File: src/rtl/wrf_pkg.sv
package wrf_pkg;

    localparam int DATA_W     = 16;
    localparam int SPEC_W     = 3;
    localparam int WIN_REGS   = 8;
    localparam int MAX_WIN    = 4;
    localparam int MAX_WIN_W  = 2;
    localparam int PIDX_W     = MAX_WIN_W + SPEC_W;

    typedef logic [DATA_W-1:0] word_t;
    typedef logic [SPEC_W-1:0] spec_t;
    typedef logic [MAX_WIN_W-1:0] winx_t;
    typedef logic [PIDX_W-1:0] pidx_t;

    typedef enum logic [1:0] {
        WSRC_NONE = 2'd0,
        WSRC_PORT = 2'd1,
        WSRC_XFER = 2'd2
    } wsrc_e;

    typedef struct packed {
        logic  en;
        pidx_t idx;
        word_t data;
    } wreq_t;

    function automatic int win_width(int n);
        return (n > 1) ? $clog2(n) : 1;
    endfunction

    function automatic pidx_t phys_idx(winx_t w, spec_t s);
        return {w, s};
    endfunction

endpackage

File: src/rtl/wrf_win_ctrl.sv
module wrf_win_ctrl #(
    parameter int NUM_WIN = 4,
    parameter int WIN_W   = 2
) (
    input  logic             clk,
    input  logic             rst,
    input  logic             sel_en,
    input  logic [WIN_W-1:0] sel_win,
    input  logic             xfer_bad,
    output logic [WIN_W-1:0] cur_win,
    output logic             err
);
    logic sel_ok;

    assign sel_ok = (int'(sel_win) < NUM_WIN);

    always_ff @(posedge clk) begin
        if (rst) begin
            cur_win <= '0;
            err     <= 1'b0;
        end else begin
            if (sel_en) begin
                if (sel_ok) cur_win <= sel_win;
                else        err     <= 1'b1;
            end
            if (xfer_bad) err <= 1'b1;
        end
    end
endmodule

File: src/rtl/wrf_wr_arb.sv
module wrf_wr_arb
    import wrf_pkg::*;
#(
    parameter int NUM_WIN = 4,
    parameter int WIN_W   = 2
) (
    input  logic [WIN_W-1:0] cur_win,
    input  logic             wr_en,
    input  spec_t            wr_spec,
    input  word_t            wr_data,
    input  logic             xfer_en,
    input  logic [WIN_W-1:0] xfer_src_win,
    input  spec_t            xfer_src_spec,
    input  logic [WIN_W-1:0] xfer_dst_win,
    input  spec_t            xfer_dst_spec,
    input  word_t            src_q,
    output pidx_t            src_idx,
    output logic             xfer_bad,
    output wreq_t            req
);
    wsrc_e src_sel;
    logic  src_ok;
    logic  dst_ok;

    assign src_ok   = (int'(xfer_src_win) < NUM_WIN);
    assign dst_ok   = (int'(xfer_dst_win) < NUM_WIN);
    assign xfer_bad = xfer_en && !(src_ok && dst_ok);
    assign src_idx  = phys_idx(MAX_WIN_W'(xfer_src_win), xfer_src_spec);

    always_comb begin
        if (xfer_en)      src_sel = xfer_bad ? WSRC_NONE : WSRC_XFER;
        else if (wr_en)   src_sel = WSRC_PORT;
        else              src_sel = WSRC_NONE;
    end

    always_comb begin
        req = '0;
        case (src_sel)
            WSRC_XFER: begin
                req.en   = 1'b1;
                req.idx  = phys_idx(MAX_WIN_W'(xfer_dst_win), xfer_dst_spec);
                req.data = src_q;
            end
            WSRC_PORT: begin
                req.en   = 1'b1;
                req.idx  = phys_idx(MAX_WIN_W'(cur_win), wr_spec);
                req.data = wr_data;
            end
            default: req = '0;
        endcase
    end
endmodule

File: src/rtl/wrf_store.sv
module wrf_store
    import wrf_pkg::*;
#(
    parameter int NUM_REGS = 32,
    parameter int NRD      = 3
) (
    input  logic  clk,
    input  logic  rst,
    input  wreq_t req,
    input  pidx_t rd_idx [NRD],
    output word_t rd_q   [NRD]
);
    word_t mem [NUM_REGS];

    always_ff @(posedge clk) begin
        if (rst) begin
            for (int i = 0; i < NUM_REGS; i++) mem[i] <= '0;
        end else if (req.en && (int'(req.idx) < NUM_REGS)) begin
            mem[int'(req.idx)] <= req.data;
        end
    end

    for (genvar p = 0; p < NRD; p++) begin : g_rd
        assign rd_q[p] = (int'(rd_idx[p]) < NUM_REGS) ? mem[int'(rd_idx[p])] : '0;
    end
endmodule

File: src/rtl/wrf_read_port.sv
module wrf_read_port
    import wrf_pkg::*;
(
    input  pidx_t idx,
    input  word_t stored,
    input  wreq_t req,
    output word_t data
);
    assign data = (req.en && (req.idx == idx)) ? req.data : stored;
endmodule

File: src/rtl/win_regfile.sv
module win_regfile
    import wrf_pkg::*;
#(
    parameter int NUM_WIN = 4,
    parameter int WIN_W   = wrf_pkg::win_width(NUM_WIN)
) (
    input  logic             clk,
    input  logic             rst,
    input  logic [2:0]       rd_a_spec,
    output logic [15:0]      rd_a_data,
    input  logic [2:0]       rd_b_spec,
    output logic [15:0]      rd_b_data,
    input  logic             wr_en,
    input  logic [2:0]       wr_spec,
    input  logic [15:0]      wr_data,
    input  logic             sel_en,
    input  logic [WIN_W-1:0] sel_win,
    input  logic             xfer_en,
    input  logic [WIN_W-1:0] xfer_src_win,
    input  logic [2:0]       xfer_src_spec,
    input  logic [WIN_W-1:0] xfer_dst_win,
    input  logic [2:0]       xfer_dst_spec,
    output logic [WIN_W-1:0] cur_win,
    output logic             win_err
);
    localparam int NUM_REGS = NUM_WIN * WIN_REGS;
    localparam int NRD      = 3;
    localparam int NPORT    = 2;

    wreq_t req;
    pidx_t src_idx;
    logic  xfer_bad;
    pidx_t rd_idx [NRD];
    word_t rd_q   [NRD];
    spec_t port_spec [NPORT];
    word_t port_data [NPORT];

    wrf_win_ctrl #(.NUM_WIN(NUM_WIN), .WIN_W(WIN_W)) u_ctrl (
        .clk      (clk),
        .rst      (rst),
        .sel_en   (sel_en),
        .sel_win  (sel_win),
        .xfer_bad (xfer_bad),
        .cur_win  (cur_win),
        .err      (win_err)
    );

    wrf_wr_arb #(.NUM_WIN(NUM_WIN), .WIN_W(WIN_W)) u_arb (
        .cur_win       (cur_win),
        .wr_en         (wr_en),
        .wr_spec       (wr_spec),
        .wr_data       (wr_data),
        .xfer_en       (xfer_en),
        .xfer_src_win  (xfer_src_win),
        .xfer_src_spec (xfer_src_spec),
        .xfer_dst_win  (xfer_dst_win),
        .xfer_dst_spec (xfer_dst_spec),
        .src_q         (rd_q[NPORT]),
        .src_idx       (src_idx),
        .xfer_bad      (xfer_bad),
        .req           (req)
    );

    assign port_spec[0] = rd_a_spec;
    assign port_spec[1] = rd_b_spec;
    assign rd_idx[NPORT] = src_idx;

    wrf_store #(.NUM_REGS(NUM_REGS), .NRD(NRD)) u_store (
        .clk    (clk),
        .rst    (rst),
        .req    (req),
        .rd_idx (rd_idx),
        .rd_q   (rd_q)
    );

    for (genvar p = 0; p < NPORT; p++) begin : g_port
        assign rd_idx[p] = phys_idx(MAX_WIN_W'(cur_win), port_spec[p]);
        wrf_read_port u_rp (
            .idx    (rd_idx[p]),
            .stored (rd_q[p]),
            .req    (req),
            .data   (port_data[p])
        );
    end

    assign rd_a_data = port_data[0];
    assign rd_b_data = port_data[1];
endmodule

File: config.mk
export PLATFORM = sky130hd
export DESIGN_NAME = win_regfile
export DESIGN_NICKNAME = d
export VERILOG_FILES = /design/src/rtl/wrf_pkg.sv /design/src/rtl/wrf_win_ctrl.sv /design/src/rtl/wrf_wr_arb.sv /design/src/rtl/wrf_store.sv /design/src/rtl/wrf_read_port.sv /design/src/rtl/win_regfile.sv
export SDC_FILE = /design/constraint.sdc
export NUM_CORES = 1
export LEC_CHECK = 0
export BUFFER_PORTS_ARGS = -buffer_cell sky130_fd_sc_hd__buf_2
export CORE_UTILIZATION = 45
export CTS_CLUSTER_DIAMETER = 120
export CTS_CLUSTER_SIZE = 24
export DETAILED_ROUTE_END_ITERATION = 6
export GPL_ROUTABILITY_DRIVEN = 1
export PLACE_DENSITY = 0.64
export SYNTH_ARGS = -nofsm -noshare
export SYNTH_HDL_FRONTEND = slang
export SYNTH_SLANG_ARGS = --single-unit
File: constraint.sdc
create_clock -name clk -period 2.8 [get_ports clk]
set_input_delay 0.28 -clock clk [delete_from_list [all_inputs] [get_ports clk]]
set_output_delay 0.28 -clock clk [all_outputs]
set_load 0.01 [all_outputs]
; After elaboration in Yosys (flattened, before gate mapping)
; Memories as Yosys holds them, arrays and structs flattened.
; Cells that the tools add are included.
[totals]
mem_count = 1
regBits = 2
out_inout_bits = 35
elab_cells = 22
ram_bits = 512
[op_classes]
eq_ne = 4
mux = 13
n_reduce_logical = 3
[memory_table]
columns = memory, words, word_bits, read_ports, rd_ports_with_merged_regs, wr, line
row1 = u_store.mem, 32, 16, 3, 0, 32, wrf_store.sv:13  ; word_t mem [NUM_REGS];
[op_table]
columns = op, n
row1 = 16-bit 2-to-1 mux, 3
row2 = 22-bit one-hot mux with 2 select lines, 1
row3 = 16-bit OR reduction, 1
row4 = 5-bit == test, 2
row5 = 1-bit 2-to-1 mux, 7
row6 = 5-bit 2-to-1 mux, 1
row7 = "2-bit by 1-bit == test with 1-bit output, second input constant", 1
row8 = "2-bit == test, second input constant", 1
row9 = 1-bit logical AND, 2
row10 = 2-bit 2-to-1 mux, 1

; Depth between registers and ports, before layout
; Gate-level depths: netlist (run 1).
[logic_depth]
depth_word = 9
mapped_depth = 9
depth_no_buf = 5

; By module
; A second synthesis (run 1) with hierarchy kept.
[unflattened]
hier_cells = 2990
hier_area_um2 = 33796.2
[modules_own_cells]
columns = mod, area_per_inst_um2, cells_per_inst, n_inst
row1 = wrf_store, 32806.5, 2895, 1
row2 = wrf_read_port, 305.3, 25, 2
row3 = wrf_wr_arb, 284.0, 36, 1
row4 = wrf_win_ctrl, 95.1, 9, 1

; Worst setup path after synthesis (run 1)
; No wires, ideal clock.
[synth_timing]
path_kind = reg-to-output
from = register u_ctrl.cur_win[0]
to = output port rd_a_data[1]
slack_ps = 504
stages_incl_launch_ff = 6
arrival_time_ps = 2016
n_path_buf = 2
path_cell_list = dfxtp_1 > clkbuf_8 > clkbuf_1 > mux4_2 > a21boi_1 > a31oi_1
[synth_between]
elab_chain_len = 4
[synth_rtl]
columns = item, line
row1 = from (decl), wrf_win_ctrl.sv:10  ; output logic [WIN_W-1:0] cur_win,
row2 = from (signal assigned), wrf_win_ctrl.sv:23  ; if (sel_ok) cur_win <= sel_win;
row3 = branches (longest 3 deep; another with memory 32 x 16 bit), -
row4 = 16-bit 2-to-1 mux *, wrf_read_port.sv:9  ; assign data = (req.en && (req.idx == idx)) ? req.data : stored;
row5 = to (decl), win_regfile.sv:10  ; output logic [15:0] rd_a_data,
; Mark *: on every way between the ends.

; Worst setup path in the final report (run 1)
[layout_timing]
from = register u_ctrl.cur_win[1]
to = output port rd_b_data[13]
[layout_between]
elab_chain_len = 4
[layout_rtl]
columns = item, line
row1 = branches (longest 3 deep; another with memory 32 x 16 bit), -
row2 = 16-bit 2-to-1 mux *, wrf_read_port.sv:9
row3 = to (decl), win_regfile.sv:12  ; output logic [15:0] rd_b_data,
; Marked as above.

==> results of run 1 <==
-- critical path, stage by stage (launching register included) --
cell,delay (ps)
dfxtp_2,370
buf_4,320
buf_8,270
mux4_2,360
a21boi_2,180
buf_4,150
a31oi_4,210
buf_6,140
-- logic make-up (layout without fill, tap and decap cells) --
family | count (synthesis) | count (layout)
DFF | 514 | 514
muxes | 642 | 642
xor gates and xnor gates | 2 | 2
buffers and inverters | 281 | 510
AOI/OAI and AO/OA | 703 | 703
other | 1 | 3
and+or+nand+nor | 174 | 174
-- worst max path at each step --
stage                             startpoint             endpoint  slack [ps]
final                      u_ctrl.cur_win[1]        rd_b_data[13]        -110
after detailed placement             xfer_en  u_store.mem[14][11]        -450
after floorplan            u_ctrl.cur_win[0]         rd_a_data[1]         500
after global routing      u_store.mem[15][3]         rd_a_data[3]        -160
after CTS                  u_store.mem[3][7]         rd_b_data[7]        -100
after global placement               xfer_en  u_store.mem[14][11]        -380
-- Yosys cell counts (3+ instances only) --
library cell	count
edfxtp_1	512
a21boi_1	9
buf_6	54
mux2_2	32
clkbuf_8	5
mux4_2	281
o21ai_1	4
a21oi_1	222
a31oi_1	33
nand2_1	85
a22o_1	16
mux4_1	68
buf_1	6
buf_8	11
nor2_1	4
a22oi_1	16
buf_4	18
mux2i_1	258
a21boi_0	24
and3_1	4
a31o_2	15
nor2b_1	19
mux4_4	3
and2_1	5
o21ai_2	14
o22ai_1	16
buf_12	23
a21oi_2	311
clkbuf_1	73
buf_2	89
nand2b_1	33
nand4_1	4
o2111ai_4	14
nor3b_2	3
-- registers in the layout, summed over array words and instances, names as in the netlist --
name            count
u_store.mem       512
u_ctrl.cur_win      2
-- stage by stage --
stage                     cell area, sq um  setup WS, ps  setup TNS (ps)  cells  hold WS [ps]
after global routing                 40040        -157.5           -2131   3586         214.9
after global placement               38090        -376.9          -51500   3524         518.1
final                                40050        -112.7           -1143   3588         202.0
after detailed placement             38090        -447.4          -64780   3524         526.1
after floorplan                      35100         504.3               0   2317         427.2
after CTS                            39520        -96.57          -772.3   3570         192.3
-- power breakdown --
group | internal, mW | switching (mW) | leakage [nW] | total, mW
clock network | 1.62 | 2.52 | 0.317 | 4.14
registers | 8.76 | 0.238 | 5.29 | 8.99
logic | 2.05 | 2.57 | 8.08 | 4.62
total | 12.4 | 5.33 | 13.7 | 17.8
-- cell usage in the layout (no fill, tap or decap), types with 26 or more instances in the layout --
| cell | n |
|---|---|
| nand2b_1 | 33 |
| nand2_1 | 73 |
| mux2i_1 | 211 |
| mux2_2 | 32 |
| a21oi_2 | 311 |
| buf_12 | 53 |
| buf_4 | 342 |
| mux4_1 | 40 |
| edfxtp_1 | 512 |
| mux4_2 | 309 |
| buf_2 | 55 |
| clkbuf_16 | 26 |
| a21oi_1 | 222 |
-- timing repair --
| action | in CTS | in global routing |
|---|---|---|
| gates cloned | 1 | 1 |
| gates resized for setup | 161 | 86 |
| hold buffers | 4 | 0 |
| pin swaps | 10 | 10 |
| endpoints found under the setup margin | 120 | 32 |
| buffers inserted | 24 | 16 |
| hold endpoints to repair | 2 | 0 |
-- metal layers --
metal | vias up | part of all wire (%) | GRT usage [%]
met1 | 12990 | 36 | 41.04
met5 | - | 0.021 | 0
met2 | 1806 | 47 | 50.43
li1 | 9979 | - | -
met4 | 4 | 6.8 | 17.07
met3 | 428 | 10 | 5.420
-- final cells by class --
class                      count  share of cell area (%)
antenna                        2                 0.01250
sequential                   514                   38.50
tap                         1040                   3.249
clock buffer                  25                   1.562
clock inverter                 2                 0.04999
multi-input combinational   1522                   45.85
timing repair buffer         483                   10.78
==> reports/qor.yml, run 1 <==
floorplan:
  coreArea_sq_um: 77340
  fp-row-count: 102
  dieHeight_microns: 281.3
  ioPinCount: 77
  start_util_pct: 45.38
  die_x_microns: 281.3
  die-area_sq_um: 79120
critical_path:
  r2r_setup_slack_ps: 40
  crit_path_end_kind: "output port"
  r2r_cells: 9
  timing.rr.end: "u_store.mem[14][6]"
  cp.required_ps: 2520
  worst-setup-path-type: "reg2out"
  timing.rr.start: "u_ctrl.cur_win[0]"
  cp-start-kind: "register"
  arrival_ps: 2630
  cp_max_fo: 20
synth:
  synth-xor-area-share_pct: 0.04991
  synth_cell_types: 60
  synthArstFlopShare_pct: 0
  synth.area.top_cells: "edfxtp_1 44%, mux4_2 18%, a21oi_2 7.8%"
  synth_top_family_by_area: "multiplexers"
  synthSimpleGateAreaFrac_pct: 2.634
  yosysSeqAreaShare_pct: 43.92
  synth.top_cell.area_share_pct: 43.81
  synth_edf_count: 512
  synth_seq_cells: 514
  muxShareOfSynthArea_pct: 31.72
  syn_area_sq_um: 35100
  synthAdderAreaFrac_pct: 0
  netlist_instances: 2317
  syn-num-nets: 2359
  syn_area_per_cell_sq_um: 15.15
  synth_flop_cell: "edfxtp_1"
  yosysWarnings: 0
  synth_compound_area_share_pct: 15.42
  yosysTopAreaCell: "edfxtp_1"
cts:
  insertion_delay_ps: 610
  numCtsBuffers: 25
  cts_sinks: 514
  clk_pin_slew_ps: 120
  cts_htree_levels: 1
  cts_root_buf: "clkbuf_16"
  clockBufferDepth: 3
  cts_tree: "done"
global_routing:
  grt_usage_pct: 31.55
  grt-ovfl-total: 0
  antenna_found_initial: 3
  grt_pass1_vias: 24830
  grt_max_degree: 45
  grt_pass1_wl_microns: 177500
detailed_routing:
  drcViolationCount: 13
  wl_per_cell_microns: 35.09
  postRouteAntennaNets: 0
  wirelength_microns: 125900
  routed_via_density: 7.026
  first_pass_iters: 7
  drt-initial-drc-count: 3546
  vias: 25210
hold_path:
  hold_start: "rst"
  hold_depth: 2
  worstHoldEndpoint: "u_ctrl.cur_win[0]"
  min_path_type: "in2reg"
flow_run:
  maxCapViolations: 0
pwr:
  vdd_drop_max_mv: 0.3867
  leakage_nw: 13.68
  p_total_mw: 17.76
  p_per_area_nw_per_um2: 443.3
finish:
  final_core_util_pct: 51.78
  multiInputGateArea_sq_um: 18360
  seq_area_sq_um: 15420
  layout-drive-gt1-share_pct: 52.71
  area_delta_synth_final_pct: 14.11
  layout.nets: 2588
  num-fill-cells: 6445
timing:
  tightestPinTransition_ps: 835.1
  finalMaxSlewViolations: 0
  rsz0062_at_grt: "yes"
  finalHoldViolCount: 0
  finalCriticalPeriod_ps: 2913
  setup_viol: 23
  slew-limit-headroom_pct: 43.90
  period_share_pct: 104.0
  fmax_mhz: 343.3
  setup_slack_ps: -112.7
  finalClockSkew_ps: 25.07
place:
  gp_congestion: 0.9896
  portBuffers: 75
  hpwl_microns: 87360
outcome:
  status: "finished with violations"
  violations: "DRC, setup timing"
Power figures use the tool's default switching activity.
==> inputs of run 2 (changes only) <==
Settings changed: SKIP_CTS_REPAIR_TIMING set to 1.
==> run 2 against run 1 <==
- the run ends with setup timing left
- sequential share of layout area is 0.16 points higher
- die area stayed put
- combinational power is 2% lower
- critical path depth stayed put
- count of clock-buffer cells in the layout stayed put
- first-iteration DRC count is 6.2% lower
- critical endpoint is now rd_a_data[6]
- largest power group unchanged
==> reports/qor.yml, run 2 (synthesis results as in run 1) <==
outcome:
  status: "finished with violations"
  violations: "setup timing"
floorplan:
  die-area_sq_um: 79120  # unchanged
  die_x_microns: 281.3  # unchanged
  start_util_pct: 45.38  # unchanged
  fp-row-count: 102  # unchanged
  coreArea_sq_um: 77340  # unchanged
  dieHeight_microns: 281.3  # unchanged
  ioPinCount: 77  # unchanged
global_routing:
  grt_pass1_wl_microns: 175300  # -1.2%
  grt_usage_pct: 31.18  # -0.37 points
  antenna_found_initial: 2  # -1
  grt-busiest-layer: "met2"
  grt-ovfl-total: 0  # unchanged
  grt_max_degree: 45  # unchanged
  grtUsageMet2_pct: 49.35  # -1.1 points
  grt_pass1_vias: 24720  # -0.41%
  globalRouteMet3Util_pct: 5.204  # -0.22 points
  grtUsageMet1_pct: 40.48  # -0.56 points
cts:
  numCtsBuffers: 25  # unchanged
  cts_htree_levels: 1  # unchanged
  clk_pin_slew_ps: 110  # about the same
  cts_tree: "done"
  cts_sinks: 514  # unchanged
  clockBufferDepth: 3  # unchanged
  insertion_delay_ps: 620  # about the same
  cts_root_buf: "clkbuf_16"
detailed_routing:
  first_pass_iters: 6  # -1
  vias: 25190  # -0.087%
  drt-initial-drc-count: 3326  # -6.2%
  drcViolationCount: 0  # -13
  wl_per_cell_microns: 34.89  # -0.59%
  wirelength_microns: 125300  # -0.51%
  routed_via_density: 7.014  # -0.17%
  postRouteAntennaNets: 0  # unchanged
timing:
  finalCriticalPeriod_ps: 2957  # +43.95 ps
  period_share_pct: 105.6  # +1.6 points
  fmax_mhz: 338.2  # -1.5%
  finalMaxSlewViolations: 0  # unchanged
  finalHoldViolCount: 0  # unchanged
  finalClockSkew_ps: 30.90  # +5.837 ps
  setup_slack_ps: -156.6  # -43.95 ps
  setup_viol: 23  # unchanged
  rsz0062_at_grt: "yes"
  tightestPinTransition_ps: 858.3  # +23.21 ps
  slew-limit-headroom_pct: 42.34  # -1.6 points
critical_path:
  cpMostUsedCell: "mux4_2"
  timing.rr.end: "u_store.mem[3][0]"
  endpoint: "rd_a_data[6]"
  cp_max_fo: 3  # -85%
  r2r_setup_slack_ps: 120  # +80 ps
  cp_slowest_cell: "edfxtp_1"
  crit_path_end_kind: "output port"
  cp-startpoint: "u_store.mem[13][6]"
  cp_cell_sequence: "mux4_2 > mux2i_1 > buf_4 > mux4_2 > a21boi_0 > a31oi_1 > buf_2"
  timing.rr.start: "u_ctrl.cur_win[0]"
  worst-setup-path-type: "reg2out"
  arrival_ps: 2680  # +50 ps
  cp.required_ps: 2520  # about the same
  critPathMaxStageDelay_ps: 430  # +60 ps
  cp-start-kind: "register"
  r2r_cells: 8  # -1
pwr:
  p_total_mw: 17.66  # -0.54%
  leakage_nw: 13.69  # +0.13%
  vdd_drop_max_mv: 0.3882  # +0.39%
  p_per_area_nw_per_um2: 442.8  # -0.12%
hold_path:
  min_path_type: "in2reg"
finish:
  final_common_cell: "edfxtp_1"
  final_core_util_pct: 51.57  # -0.22 points
  top_register: "u_store.mem"
  area_delta_synth_final_pct: 13.64
  final_cell_mix: "512 x edfxtp_1, 347 x buf_4, 311 x a21oi_2"
  layout.nets: 2593  # +0.19%
  layout-drive-gt1-share_pct: 51.67  # -1.0 points
  largest_reg_flops: 512  # unchanged
  antenna_cells: 0  # -2
  num-fill-cells: 6460  # +0.23%
  top_regs: "u_store.mem: 512 flops, u_ctrl.cur_win: 2 flops"
place:
  gp_congestion: 0.9896  # unchanged
  portBuffers: 75  # unchanged
  hpwl_microns: 87360  # unchanged
flow_run:
  maxCapViolations: 0  # unchanged
-- run 2: changes by cell type in the layout (fill, tap and decap cells not counted), moves of 5 or more --
cell	before	now
buf_4	342	347
mux4_2	309	296
a21boi_4	15	6
a21boi_1	2	7
mux4_1	40	53
mux2i_4	23	15
mux2i_1	211	218
-- run 2: stage by stage --
stage / hold slack, ps / setup WS (ps) / cell area, sq um / instances / TNS (ps)
after floorplan: 427.2 / 504.3 / 35100 / 2317 / 0
after global placement: 518.1 / -376.9 / 38090 / 3524 / -51500
after detailed placement: 526.1 / -447.4 / 38090 / 3524 / -64780
after CTS: -103.7 / -313.4 / 38730 / 3551 / -16380
after global routing: 209.0 / -169.5 / 39880 / 3591 / -2688
final: 194.9 / -156.6 / 39880 / 3591 / -1594
-- run 2: where the power goes --
| group | internal [mW] | total (mW) | leakage, nW | switching, mW |
|---|---|---|---|---|
| Sequential | 8.76 | 8.99 | 5.29 | 0.238 |
| Combinational | 2.01 | 4.54 | 8.09 | 2.53 |
| Clock | 1.61 | 4.13 | 0.317 | 2.51 |
-- run 2: area by class of cell --
cell class,count,area (sq um),area share (%)
Tap cell,1040,1301,3.263
Clock buffer,25,625.6,1.569
Multi-Input combinational cell,1522,18210,45.65
Sequential cell,514,15420,38.66
Clock inverter,2,20.02,0.05019
Timing Repair Buffer,488,4308,10.80
-- run 2: worst max-delay path, delay by kind of cell, from the launching register on --
family,cells,cell delay (ps)
flip-flops,1,430
buffers and inverters,2,370
AO/OA/AOI/OAI,2,490
multiplexers,3,780
-- run 2: routing by layer --
layer  routed length [microns]  share of wire [%]
met1                     45470                 36
met2                     58980                 47
met3                     12880                 10
met4                      7942                6.3
met5                        13              0.010
-- run 2: how the worst min path moves through the flow --
stage	start	to	slack (ps)	cells after the start
finish	rst	u_ctrl.cur_win[0]	190	2
global route	wr_data[7]	u_store.mem[16][7]	210	3
CTS	sel_win[1]	u_ctrl.cur_win[1]	-100	3
detailed placement	sel_win[1]	u_ctrl.cur_win[1]	530	3
global placement	sel_win[0]	u_ctrl.cur_win[0]	520	3
floorplan	sel_win[0]	u_ctrl.cur_win[0]	430	2
